[config.mk]
export PLATFORM = sky130hd
export DESIGN_NAME = prio_xbar
export DESIGN_NICKNAME = d
export VERILOG_FILES = /design/src/rtl/prio_xbar_pkg.sv /design/src/rtl/prio_xbar_pick.sv /design/src/rtl/prio_xbar_port.sv /design/src/rtl/prio_xbar.sv
export SDC_FILE = /design/constraint.sdc
export NUM_CORES = 1
export LEC_CHECK = 0
export ABC_AREA = 1
export BUFFER_PORTS_ARGS = -buffer_cell sky130_fd_sc_hd__buf_2
export CAP_MARGIN = 20
export CORE_ASPECT_RATIO = 1.4
export CORE_MARGIN = 8
export CORE_UTILIZATION = 60
export CTS_CLUSTER_DIAMETER = 200
export DETAILED_ROUTE_END_ITERATION = 12
export PLACE_DENSITY = 0.82
export SLEW_MARGIN = 0
export SYNTH_ARGS = -nofsm -noshare
export SYNTH_HDL_FRONTEND = slang
export SYNTH_HIERARCHICAL = 1
export SYNTH_SLANG_ARGS = --single-unit
[constraint.sdc]
create_clock -name clk -period 3.05 [get_ports clk]
set_input_delay 0 -clock clk [delete_from_list [all_inputs] [get_ports clk]]
set_output_delay 0 -clock clk [all_outputs]
set_load 0.005 [all_outputs]
[src/rtl/prio_xbar_pkg.sv]
package prio_xbar_pkg;
  typedef enum logic [1:0] {PH_IDLE, PH_WAIT, PH_DATA} phase_e;

  function automatic int unsigned idx_w(input int unsigned n);
    return (n <= 1) ? 1 : $clog2(n);
  endfunction
endpackage

[src/rtl/prio_xbar_pick.sv]
module prio_xbar_pick #(
  parameter int NM = 3,
  parameter int PW = 4,
  parameter int MW = 2,
  parameter logic [NM*PW-1:0] PRIO = '0
) (
  input  logic [NM-1:0] cand,
  output logic          any,
  output logic [MW-1:0] idx
);
  logic [PW-1:0] best;

  // strict greater-than keeps the lowest index on a tie
  always_comb begin
    any  = 1'b0;
    idx  = '0;
    best = '0;
    for (int m = 0; m < NM; m++) begin
      if (cand[m] && (!any || PRIO[m*PW +: PW] > best)) begin
        any  = 1'b1;
        idx  = MW'(m);
        best = PRIO[m*PW +: PW];
      end
    end
  end
endmodule

[src/rtl/prio_xbar_port.sv]
module prio_xbar_port
  import prio_xbar_pkg::*;
#(
  parameter int NM = 3,
  parameter int LW = 2,
  parameter int DLY_W = 4,
  parameter int PW = 4,
  parameter int MW = 2,
  parameter logic [NM*PW-1:0] PRIO = '0,
  parameter logic [NM*DLY_W-1:0] RD_ISSUE = '0,
  parameter logic [NM*DLY_W-1:0] WR_ISSUE = '0,
  parameter logic [DLY_W-1:0] RD_ACC = '0,
  parameter logic [DLY_W-1:0] WR_ACC = '0,
  parameter bit LOCK_OK = 1'b0,
  parameter int SWITCH_PEN = 2
) (
  input  logic             clk,
  input  logic             rst_n,
  input  logic [NM-1:0]    want,
  input  logic [NM-1:0]    m_write,
  input  logic [NM*LW-1:0] m_len,
  input  logic             lock_en,
  input  logic [MW-1:0]    lock_id,
  input  logic             ready,
  output logic             busy,
  output logic [MW-1:0]    owner,
  output logic             wr,
  output logic             beat,
  output logic             last,
  output logic             grant
);
  localparam int CW = DLY_W + 2;

  phase_e          phase;
  logic [MW-1:0]   owner_q, prev_owner, pick;
  logic            have_prev, wr_q, any;
  logic [LW-1:0]   len_q, beat_cnt;
  logic [CW-1:0]   wait_cnt, lat;
  logic [NM-1:0]   lock_mask, elig;
  logic            switched;

  function automatic logic [CW-1:0] xfer_lat(input logic [MW-1:0] m,
                                             input logic w, input logic sw);
    logic [CW-1:0] iss, acc;
    iss = w ? CW'(WR_ISSUE[m*DLY_W +: DLY_W]) : CW'(RD_ISSUE[m*DLY_W +: DLY_W]);
    acc = w ? CW'(WR_ACC) : CW'(RD_ACC);
    return iss + acc + (sw ? CW'(SWITCH_PEN) : '0);
  endfunction

  always_comb begin
    lock_mask = '1;
    if (LOCK_OK && lock_en) lock_mask = NM'(1) << lock_id;
  end
  assign elig = want & lock_mask;

  prio_xbar_pick #(.NM(NM), .PW(PW), .MW(MW), .PRIO(PRIO)) u_pick (
    .cand(elig), .any(any), .idx(pick)
  );

  assign grant    = (phase == PH_IDLE) && any;
  assign switched = have_prev && (prev_owner != pick);
  assign lat      = xfer_lat(pick, m_write[pick], switched);

  always_ff @(posedge clk) begin
    if (!rst_n) begin
      phase      <= PH_IDLE;
      owner_q    <= '0;
      prev_owner <= '0;
      have_prev  <= 1'b0;
      wr_q       <= 1'b0;
      len_q      <= '0;
      beat_cnt   <= '0;
      wait_cnt   <= '0;
    end else begin
      case (phase)
        PH_IDLE: if (grant) begin
          owner_q    <= pick;
          prev_owner <= pick;
          have_prev  <= 1'b1;
          wr_q       <= m_write[pick];
          len_q      <= m_len[pick*LW +: LW];
          beat_cnt   <= '0;
          wait_cnt   <= lat;
          phase      <= (lat == '0) ? PH_DATA : PH_WAIT;
        end
        PH_WAIT: begin
          wait_cnt <= wait_cnt - 1'b1;
          if (wait_cnt == CW'(1)) phase <= PH_DATA;
        end
        PH_DATA: if (ready) begin
          if (beat_cnt == len_q) phase <= PH_IDLE;
          else beat_cnt <= beat_cnt + 1'b1;
        end
        default: phase <= PH_IDLE;
      endcase
    end
  end

  assign busy  = (phase != PH_IDLE);
  assign owner = owner_q;
  assign wr    = wr_q;
  assign beat  = (phase == PH_DATA) && ready;
  assign last  = beat && (beat_cnt == len_q);
endmodule

[src/rtl/prio_xbar.sv]
module prio_xbar
  import prio_xbar_pkg::*;
#(
  parameter int NM = 3,
  parameter int NS = 2,
  parameter int LW = 2,
  parameter int DLY_W = 4,
  parameter int PW = 4,
  parameter logic [NM*PW-1:0]    PRIO      = {4'd3, 4'd1, 4'd1},
  parameter logic [NM*DLY_W-1:0] RD_ISSUE  = {4'd3, 4'd2, 4'd2},
  parameter logic [NM*DLY_W-1:0] WR_ISSUE  = {4'd5, 4'd4, 4'd4},
  parameter logic [NS*DLY_W-1:0] RD_ACCEPT = {4'd4, 4'd1},
  parameter logic [NS*DLY_W-1:0] WR_ACCEPT = {4'd4, 4'd1},
  parameter logic [NS*NM-1:0]    PERMIT    = {3'b110, 3'b111},
  parameter logic [NS-1:0]       LOCKABLE  = 2'b01,
  parameter int SWITCH_PEN = 2,
  localparam int MW = idx_w(NM),
  localparam int SW = idx_w(NS)
) (
  input  logic             clk,
  input  logic             rst_n,
  input  logic [NM-1:0]    m_valid,
  input  logic [NM*SW-1:0] m_target,
  input  logic [NM-1:0]    m_write,
  input  logic [NM*LW-1:0] m_len,
  output logic [NM-1:0]    m_done,
  output logic [NM-1:0]    m_err,
  input  logic [NS-1:0]    lock_en,
  input  logic [NS*MW-1:0] lock_id,
  input  logic [NS-1:0]    s_ready,
  output logic [NS-1:0]    s_busy,
  output logic [NS*MW-1:0] s_owner,
  output logic [NS-1:0]    s_write,
  output logic [NS-1:0]    s_beat
);
  logic [NS-1:0] last_v, grant_v;
  logic [NM-1:0] denied;

  // permission gate per master
  always_comb begin
    for (int m = 0; m < NM; m++) begin
      int t;
      t = int'(m_target[m*SW +: SW]);
      denied[m] = m_valid[m] && !((t < NS) && PERMIT[t*NM + m]);
    end
  end

  for (genvar s = 0; s < NS; s++) begin : g_port
    logic [NM-1:0] want;
    for (genvar m = 0; m < NM; m++) begin : g_want
      assign want[m] = m_valid[m] && (m_target[m*SW +: SW] == SW'(s)) && PERMIT[s*NM + m];
    end
    prio_xbar_port #(
      .NM(NM), .LW(LW), .DLY_W(DLY_W), .PW(PW), .MW(MW), .PRIO(PRIO),
      .RD_ISSUE(RD_ISSUE), .WR_ISSUE(WR_ISSUE),
      .RD_ACC(RD_ACCEPT[s*DLY_W +: DLY_W]), .WR_ACC(WR_ACCEPT[s*DLY_W +: DLY_W]),
      .LOCK_OK(LOCKABLE[s]), .SWITCH_PEN(SWITCH_PEN)
    ) u_port (
      .clk(clk), .rst_n(rst_n), .want(want), .m_write(m_write), .m_len(m_len),
      .lock_en(lock_en[s]), .lock_id(lock_id[s*MW +: MW]), .ready(s_ready[s]),
      .busy(s_busy[s]), .owner(s_owner[s*MW +: MW]), .wr(s_write[s]),
      .beat(s_beat[s]), .last(last_v[s]), .grant(grant_v[s])
    );
  end

  // completion routing back to the owning master
  always_comb begin
    for (int m = 0; m < NM; m++) begin
      m_err[m]  = denied[m];
      m_done[m] = denied[m];
      for (int s = 0; s < NS; s++)
        if (last_v[s] && s_owner[s*MW +: MW] == MW'(m)) m_done[m] = 1'b1;
    end
  end
endmodule

==> results of run 1 <==
==> Yosys cell counts (all sizes together) <==
cell / number
nand3: 24
a21oi: 23
nor3: 2
ha: 8
nand2: 92
o21a: 1
or2: 3
conb: 1
xnor2: 4
a211oi: 5
o21ai: 18
xor2: 2
inv: 66
fa: 1
clkinv: 1
nor2: 44
o211ai: 2
nor4: 1
a31oi: 4
dfxtp: 32
nand4: 1
a21boi: 3
buf: 7
nand3b: 2
==> stage by stage <==
| step | hold WS (ps) | cells | util [%] | total power, mW |
|---|---|---|---|---|
| 6_report | 96.9 | 431 | 71.4 | 1.33 |
| 5_1_grt | 113 | 431 | 71.4 | 1.44 |
| 4_1_cts | 93.0 | 431 | 71.4 | 1.35 |
| 3_5_place_dp | 285 | 420 | 67.6 | 0.938 |
| 3_3_place_gp | 281 | 420 | 67.6 | 0.926 |
| 2_1_floorplan | 95.7 | 349 | - | 0.838 |
==> metal layers <==
| metal | global-route usage, % | up-vias | part of all wire (%) |
|---|---|---|---|
| met4 | 9.16 | 0 | 3.3 |
| met2 | 37.0 | 38 | 55 |
| met1 | 17.9 | 980 | 37 |
| li1 | - | 1162 | - |
| met5 | 0 | - | 0 |
| met3 | 5.32 | 13 | 4.3 |
==> worst max-delay path, delay by kind of cell <==
| family | cells | cell delay, ps |
|---|---|---|
| compound gates | 3 | 440 |
| fa+ha+maj | 1 | 420 |
| simple gates | 10 | 1050 |
| buf+inv | 4 | 360 |
==> final timing paths <==
check | end | slack (ps)
worst max-delay path | g_port[0].u_port/wait_cnt[2] | 950
worst min-delay path | g_port[1].u_port/phase[1] | 100
worst max register to register | g_port[0].u_port/wait_cnt[2] | 1310
worst min register to register | g_port[0].u_port/len_q[0] | 480
==> power groups by stage <==
stage                     registers (mW)  logic, mW  clock network (mW)
final                              0.523      0.408               0.402
after global routing               0.532      0.478               0.429
after CTS                          0.522      0.412               0.414
after detailed placement           0.531      0.407                   0
after global placement             0.530      0.396                   0
after floorplan                    0.523      0.315                   0
==> registers in the layout, indices dropped and copies added (netlist names) <==
signal / cells
g_port.u_port/beat_cnt: 4
g_port.u_port/have_prev: 2
g_port.u_port/len_q: 4
g_port.u_port/phase: 4
g_port.u_port/prev_owner: 4
g_port.u_port/wait_cnt: 12
g_port.u_port/wr: 2
==> layout make-up <==
cell class                 instances  area [um^2]
timing repair buffer              39          213
clock inverter                     2         35.0
clock buffer                       6         72.6
sequential                        32          641
inverter                          67          256
multi-input combinational        243         1310
tap                               42         52.6
fill                             346         1030
==> cell families (layout without fill, tap and decap cells) <==
group | after synthesis | count (layout)
other cells | 1 | 3
buf+inv | 74 | 114
xor+xnor | 6 | 6
compound gates | 56 | 56
fa+ha+maj | 9 | 9
flops | 32 | 32
simple gates | 169 | 169
==> impl_metrics.tcl, run 1 <==
set metrics [dict create \
    status "completed" \
    hold_path.class "primary input to register" \
    crit_fanout 6 \
    die_height_um 88.5 \
    cts-root-buf "clkbuf_8" \
    grt_usage_pct 19.4 \
    worstSkewPairLatency_ps 290 \
    hold_viol_final 0 \
    fmax_mhz 476 \
    pwr-share-clk_pct 30.2 \
    remaining_drc_errors 0 \
    synth.top_cell.area_share_pct 28.5 \
    clkSinkCount 32 \
    hold_start "rst_n" \
    ys_seq_area_share_pct 28.5 \
    drt_first_pass_iters 4 \
    slowest_stage "fa_1" \
    core.rowCount 26 \
    routed_wl_um 5150 \
    synth_area_leaders "dfxtp_1 (28%), nand2_1 (14%), inv_1 (8.8%)" \
    drt_iter0_markers 133 \
    p_int_mw 0.874 \
    yosys_warnings 6 \
    wire_per_inst_um 11.9 \
    ant_nets 0 \
    p_leak_nw 1.34 \
    cts_htree_levels 2 \
    cpMostUsedCell "nand2_1" \
    cts_tree "built" \
    peakVddDrop_v 0.000439 \
    fin_setup_tns_ps 0 \
    path_cells "buf_2 -> nor2_1 -> a21boi_0 -> nand2_1 -> nor2_2 -> inv_2 -> nand2_1 -> nand3_2 -> nand2_4 -> inv_1 -> o21ai_0 -> inv_1 -> fa_1 -> nand3b_1 -> nand2_2 -> nor2_1 -> o21ai_1 -> nand2_1" \
    yosys.area_share.simple_pct 35.4 \
    layout_common_cells "nand2_1 (81), inv_1 (53), nor2_1 (36), buf_2 (35), dfxtp_1 (32)" \
    coreArea_um2 3610 \
    place_area_um2 2440 \
    grt_antenna_before_repair 0 \
    hold_path_depth 3 \
    post_cts_buffers 0 \
    grt_pass1_vias 2270 \
    clk_pin_slew_ps 70 \
    startpoint "m_target[1]" \
    area_growth_syn_to_layout_pct 14.6 \
    grt_max_degree 16 \
    routed-via-count 2193 \
    die_w_um 67.8 \
    r2r_cells 8 \
    syn_inst 347 \
    synth-compound-area-share_pct 14.6 \
    nNetsFinal 422 \
    antenna_cells 0 \
    synth_top_family_by_area "simple AND/OR/NAND/NOR gates" \
    max_cap_violations 0 \
    worst_path_largest_cell_delay_ps 420 \
    cp-end-kind "register" \
    die_area_um2 5990 \
    critPathKind "primary input to register" \
    hpwl_um 4100 \
    skew_ps 7.66 \
    layout_setup_ws_ps 950 \
    cts_made_buffers 5 \
    gp_congestion 0.840 \
    syn_area_per_cell_um2 6.48 \
    final_common_cell "nand2_1" \
    finalSetupViolations 0 \
    synth_xor_area_share_pct 2.34 \
    period_needed_ps 2100 \
    p_seq_share_pct 39.2 \
    post-place-ws_ps 658 \
    pin_count 41 \
    synth_mux_area_share_pct 0 \
    powerDensity_nw_per_um2 517 \
    synthAdderAreaFrac_pct 5.34 \
    port-buffer-count 35 \
    start_util_pct 62.3 \
    crit_arrival_ps 2270 \
    grt_pass1_wl_um 9130 \
    yosys.area.top_type "dfxtp_1" \
    overflow 0 \
    p_sw_mw 0.460 \
    cts.path.max_buffers 2 \
    finalCritPeriodShare_pct 68.9 \
    drive_gt1_share_pct 22.4 \
    rsz0062_at_grt "no" \
    crit_required_ps 3220 \
    ys_ff_latch 32 \
    combPwrFrac_pct 30.6 \
    viasPerCell 5.09 \
    report.final.slew_viol_count 0 \
    cts_resized 0 \
    critPathLaunchType "primary input" \
    swShare_pct 34.5 \
    synth_area_um2 2250 \
    final_cell_area_um2 2580 \
    hold_buffers 3 \
    ys_types 38 \
    r2r-start "g_port[0].u_port/prev_owner[1]" \
]
(Power assumes the default switching activity.)
==> run 2: changes to the inputs <==
Settings changed: CORE_UTILIZATION 60 to 56, PLACE_DENSITY 0.82 to 0.77.
Clock period 3.05 ns to 2 ns, I/O delays scaled along.
==> impl_metrics.tcl, run 2 (same netlist as run 1, synthesis figures left out) <==
set metrics [dict create \
    skew_ps 3.68 \
    core.rowCount 27 \
    final_common_cell "nand2_1" \
    rrSetupSlack_ps 310 \
    path_cells "buf_2 -> inv_1 -> nor2_1 -> a21boi_2 -> nand2_1 -> nor2_4 -> inv_2 -> nand2_1 -> nand3_2 -> nand2_4 -> inv_1 -> o21ai_2 -> inv_2 -> fa_2 -> nand3b_1 -> nand2_2 -> nor2_1 -> o21ai_1 -> nand2_1" \
    hpwl_um 4440 \
    cts-root-buf "clkbuf_8" \
    cts_made_buffers 5 \
    area_growth_syn_to_layout_pct 19.8 \
    critPathKind "primary input to register" \
    fmax_mhz 566 \
    cpMostUsedCell "nand2_1" \
    antenna_cells 0 \
    cp-end-kind "register" \
    grt_pass1_vias 2341 \
    drive_gt1_share_pct 27.0 \
    grt_usage_pct 18.2 \
    routed_wl_um 5670 \
    remaining_drc_errors 0 \
    layout_setup_ws_ps 232 \
    die_area_um2 6330 \
    worstSkewPairLatency_ps 280 \
    wire_per_inst_um 12.7 \
    largest_register "g_port.u_port/wait_cnt" \
    r2r_cells 8 \
    drt_iter0_markers 60 \
    period_needed_ps 1770 \
    rr_endpoint "g_port[0].u_port/wait_cnt[2]" \
    grt_antenna_before_repair 0 \
    drt_first_pass_iters 4 \
    largest_register_ffs 12 \
    peakVddDrop_v 0.000529 \
    cts_tree "built" \
    final_cells 446 \
    slowest_stage "fa_2" \
    max_cap_violations 0 \
    start_util_pct 57.9 \
    die_height_um 91.0 \
    clkSinkCount 32 \
    nNetsFinal 437 \
    dpl.cell_count 435 \
    crit_fanout 4 \
    critPathLaunchType "primary input" \
    pin_count 41 \
    hold_path.class "primary input to register" \
    layout_common_cells "nand2_1 (81), inv_1 (52), nor2_1 (36), buf_2 (35), dfxtp_1 (32)" \
    fillers 359 \
    crit_arrival_ps 1950 \
    routed-via-count 2326 \
    die_w_um 69.6 \
    utilization_pct 69.4 \
    powerDensity_nw_per_um2 720 \
    crit_required_ps 2180 \
    cts.path.max_buffers 2 \
    ff_latch_area_um2 641 \
    port-buffer-count 35 \
    gp_congestion 0.835 \
    clk_pin_slew_ps 70 \
    cts_htree_levels 2 \
    overflow 0 \
    ant_nets 0 \
    endpoint "g_port[0].u_port/wait_cnt[2]" \
    finalSetupViolations 0 \
    multi_input_area_um2 1340 \
    post-place-ws_ps -137 \
    r2r-start "g_port[0].u_port/prev_owner[0]" \
    startpoint "m_valid[1]" \
    worst_path_largest_cell_delay_ps 350 \
    p_leak_nw 1.40 \
    grt_pass1_wl_um 9710 \
    grt_max_degree 15 \
    viasPerCell 5.22 \
    status "completed" \
    finalCritPeriodShare_pct 88.4 \
    report.final.slew_viol_count 0 \
    hold_path_depth 4 \
    coreArea_um2 3880 \
    hold_viol_final 0 \
]
-- run 2: area by class of cell --
class,count,area share (%)
clock inverters,1,0.186
inverters,67,9.52
multi-input cells,243,49.9
repair buffers,54,12.0
flip-flops and latches,32,23.8
well taps,43,2.00
clock buffers,6,2.69
-- run 2: metrics by stage --
stage	hold WS [ps]	area (um^2)	setup TNS [ps]	total power [mW]
2_1_floorplan	95.7	2270	0	1.28
3_3_place_gp	294	2560	-177	1.45
3_5_place_dp	296	2560	-354	1.46
4_1_cts	2.03	2650	0	1.94
5_1_grt	12.9	2700	-1.97	2.09
6_report	5.87	2700	0	1.94
-- run 2: report_power, final --
part / leakage, nW / total (mW) / internal [mW] / switching [mW]
logic: 1.10 / 0.680 / 0.272 / 0.409
clock network: 0.0410 / 0.466 / 0.236 / 0.230
registers: 0.263 / 0.795 / 0.723 / 0.0725
total: 1.40 / 1.94 / 1.23 / 0.711
-- run 2: critical path, delay by kind of cell --
family / cells / cell delay [ps]
AND/OR/NAND/NOR: 10 / 910
AO/OA/AOI/OAI: 3 / 370
adder cells (fa/ha/maj): 1 / 350
buffers and inverters: 5 / 320
-- run 2: worst min-delay path by stage --
stage | from | end | slack [ps]
after floorplan | m_valid[0] | m_err[0] | 100
after global placement | s_ready[0] | g_port[0].u_port/phase[1] | 290
after detailed placement | m_len[4] | g_port[1].u_port/len_q[0] | 300
after CTS | s_ready[0] | g_port[0].u_port/phase[1] | 2
after global routing | s_ready[0] | g_port[0].u_port/phase[1] | 10
final | s_ready[0] | g_port[0].u_port/phase[1] | 6
-- run 2: layer usage --
layer / part of all wire [%] / vias to the layer above / wire length [um] / track usage, %
li1: - / 1191 / - / -
met1: 35 / 1075 / 2000 / 15.5
met2: 58 / 40 / 3280 / 36.9
met3: 3.4 / 20 / 195 / 4.25
met4: 3.4 / 0 / 191 / 9.61
met5: 0 / - / 0 / 0
-- run 2: timing repair --
| item | in CTS | in global routing |
|---|---|---|
| buffers inserted | 0 | 2 |
| resized for setup | 0 | 7 |
| hold buffers | 2 | 0 |
| endpoints found under the setup margin | 0 | 3 |
| hold endpoints to repair | 2 | 0 |
==> run 3: changes to the inputs <==
Clock period 2 ns to 1.8 ns, I/O delays scaled along.
==> impl_metrics.tcl, run 3 (same netlist as run 1, synthesis figures left out) <==
set metrics [dict create \
    die_w_um 69.6 \
    skew_ps 3.58 \
    hold_path_depth 4 \
    hold_buffers 0 \
    grt_pass1_vias 2227 \
    nNetsFinal 441 \
    hold_end "g_port[0].u_port/phase[1]" \
    coreArea_um2 3880 \
    die_height_um 91.0 \
    overflow 0 \
    drive_gt1_share_pct 30.6 \
    fmax_mhz 578 \
    viasPerCell 5.06 \
    max_cap_violations 0 \
    critPathLaunchType "primary input" \
    core.rowCount 27 \
    largest_register_ffs 12 \
    drt_iter0_markers 83 \
    status "completed" \
    wire_per_inst_um 12.9 \
    crit_arrival_ps 1920 \
    dpl.cell_count 441 \
    cp-end-kind "register" \
    fin_setup_tns_ps 0 \
    grt_use_met2_pct 35.5 \
    port-buffer-count 35 \
    grt_pass1_wl_um 9500 \
    clk_pin_slew_ps 70 \
    gr-usage-met3_pct 4.68 \
    hpwl_um 4490 \
    die_area_um2 6330 \
    routed_wl_um 5800 \
    critPathKind "primary input to register" \
    r2r-start "g_port[0].u_port/prev_owner[1]" \
    period_needed_ps 1730 \
    finalSetupViolations 0 \
    p_leak_nw 1.45 \
    grt_max_degree 15 \
    gp_congestion 0.831 \
    rr_endpoint "g_port[0].u_port/wait_cnt[2]" \
    worstSkewPairLatency_ps 290 \
    area_growth_syn_to_layout_pct 24.2 \
    post-place-ws_ps -272 \
    grt_use_met1_pct 16.3 \
    cts-root-buf "clkbuf_8" \
    start_util_pct 57.9 \
    cts_htree_levels 2 \
    ant_nets 0 \
    largest_register "g_port.u_port/wait_cnt" \
    hold_path.class "primary input to register" \
    layout_common_cells "nand2_1 (77), inv_1 (50), nor2_1 (35), buf_2 (35), dfxtp_1 (32)" \
    grt_antenna_before_repair 0 \
    peakVddDrop_v 0.000859 \
    clkSinkCount 32 \
    grt_usage_pct 17.9 \
    final_common_cell "nand2_1" \
    drt_first_pass_iters 4 \
    layout_setup_ws_ps 70.7 \
    powerDensity_nw_per_um2 846 \
    cts.path.max_buffers 2 \
    routed-via-count 2284 \
    hold_start "s_ready[0]" \
    remaining_drc_errors 0 \
    antenna_cells 0 \
    fillers 314 \
    pin_count 41 \
    cts_made_buffers 5 \
    final_cells 451 \
    r2r_cells 8 \
    crit_fanout 4 \
    rrSetupSlack_ps 160 \
    grt-busiest-layer "met2" \
    cts_tree "built" \
    finalCritPeriodShare_pct 96.1 \
    crit_required_ps 1990 \
    report.final.slew_viol_count 0 \
    hold_viol_final 0 \
]
run 3: cell count changes in the layout (fill, tap and decap cells not counted), moves of 2 or more:
cell / change
dlygate4sd3_1: -2
nand2_4: +2
nand2_2: +2
nand2_1: -4
buf_4: +5
inv_1: -2
run 3: timing repair:
action	CTS	global route
setup endpoints to repair	0	5
buffers inserted	0	2
resized for setup	0	15
run 3: through the flow:
| step | utilization (%) | hold WS [ps] | cell area, um^2 | total power [mW] |
|---|---|---|---|---|
| final | 71.9 | 5.38 | 2790 | 2.36 |
| after global routing | 71.9 | 10.8 | 2790 | 2.52 |
| after detailed placement | 67.2 | 315 | 2610 | 1.65 |
| after global placement | 67.2 | 303 | 2610 | 1.63 |
| after floorplan | - | 95.7 | 2280 | 1.43 |
| after CTS | 70.1 | 1.13 | 2720 | 2.35 |
run 3: worst max-delay path by stage:
stage                           start                            to  slack [ps]  cells after the start
after floorplan            m_valid[1]  g_port[0].u_port/wait_cnt[2]         -70                     18
after global placement    m_target[1]     g_port[0].u_port/phase[1]        -190                     20
after detailed placement   lock_id[1]  g_port[0].u_port/wait_cnt[2]        -270                     19
after CTS                  lock_id[1]  g_port[0].u_port/wait_cnt[2]          10                     19
after global routing       m_valid[0]  g_port[0].u_port/wait_cnt[2]         -30                     21
final                      lock_id[1]  g_port[0].u_port/wait_cnt[2]          70                     19
run 3: power breakdown:
| group | leakage, nW | internal (mW) | switching [mW] |
|---|---|---|---|
| registers | 0.263 | 0.803 | 0.0802 |
| logic | 1.13 | 0.323 | 0.468 |
| clock network | 0.0541 | 0.409 | 0.282 |
| total | 1.45 | 1.53 | 0.830 |
run 3: routing by layer:
metal / part of all wire (%) / up-vias
met5: 0 / -
li1: - / 1198
met2: 55 / 44
met1: 38 / 1030
met3: 3.8 / 12
met4: 2.7 / 0
run 3: final cells by class:
| class | count | area (um^2) | share of cell area, % |
|---|---|---|---|
| well taps | 43 | 53.8 | 1.93 |
| repair buffers | 58 | 352 | 12.6 |
| clock buffers | 5 | 68.8 | 2.46 |
| flip-flops and latches | 32 | 641 | 22.9 |
| clock inverters | 3 | 42.5 | 1.52 |
| inverters | 67 | 259 | 9.27 |
| multi-input cells | 243 | 1380 | 49.3 |
run 3: worst max-delay path, stage by stage:
cell,delay (ps)
buf_2,110
inv_2,60
nand2_2,50
a21boi_2,170
nand2_2,80
nor2_4,140
inv_4,70
nand2_4,60
nand3_4,80
nand2_4,70
inv_2,40
o21ai_2,50
inv_2,70
fa_2,360
nand3b_1,170
nand2_2,80
nor2_1,40
o21ai_1,140
nand2_1,60
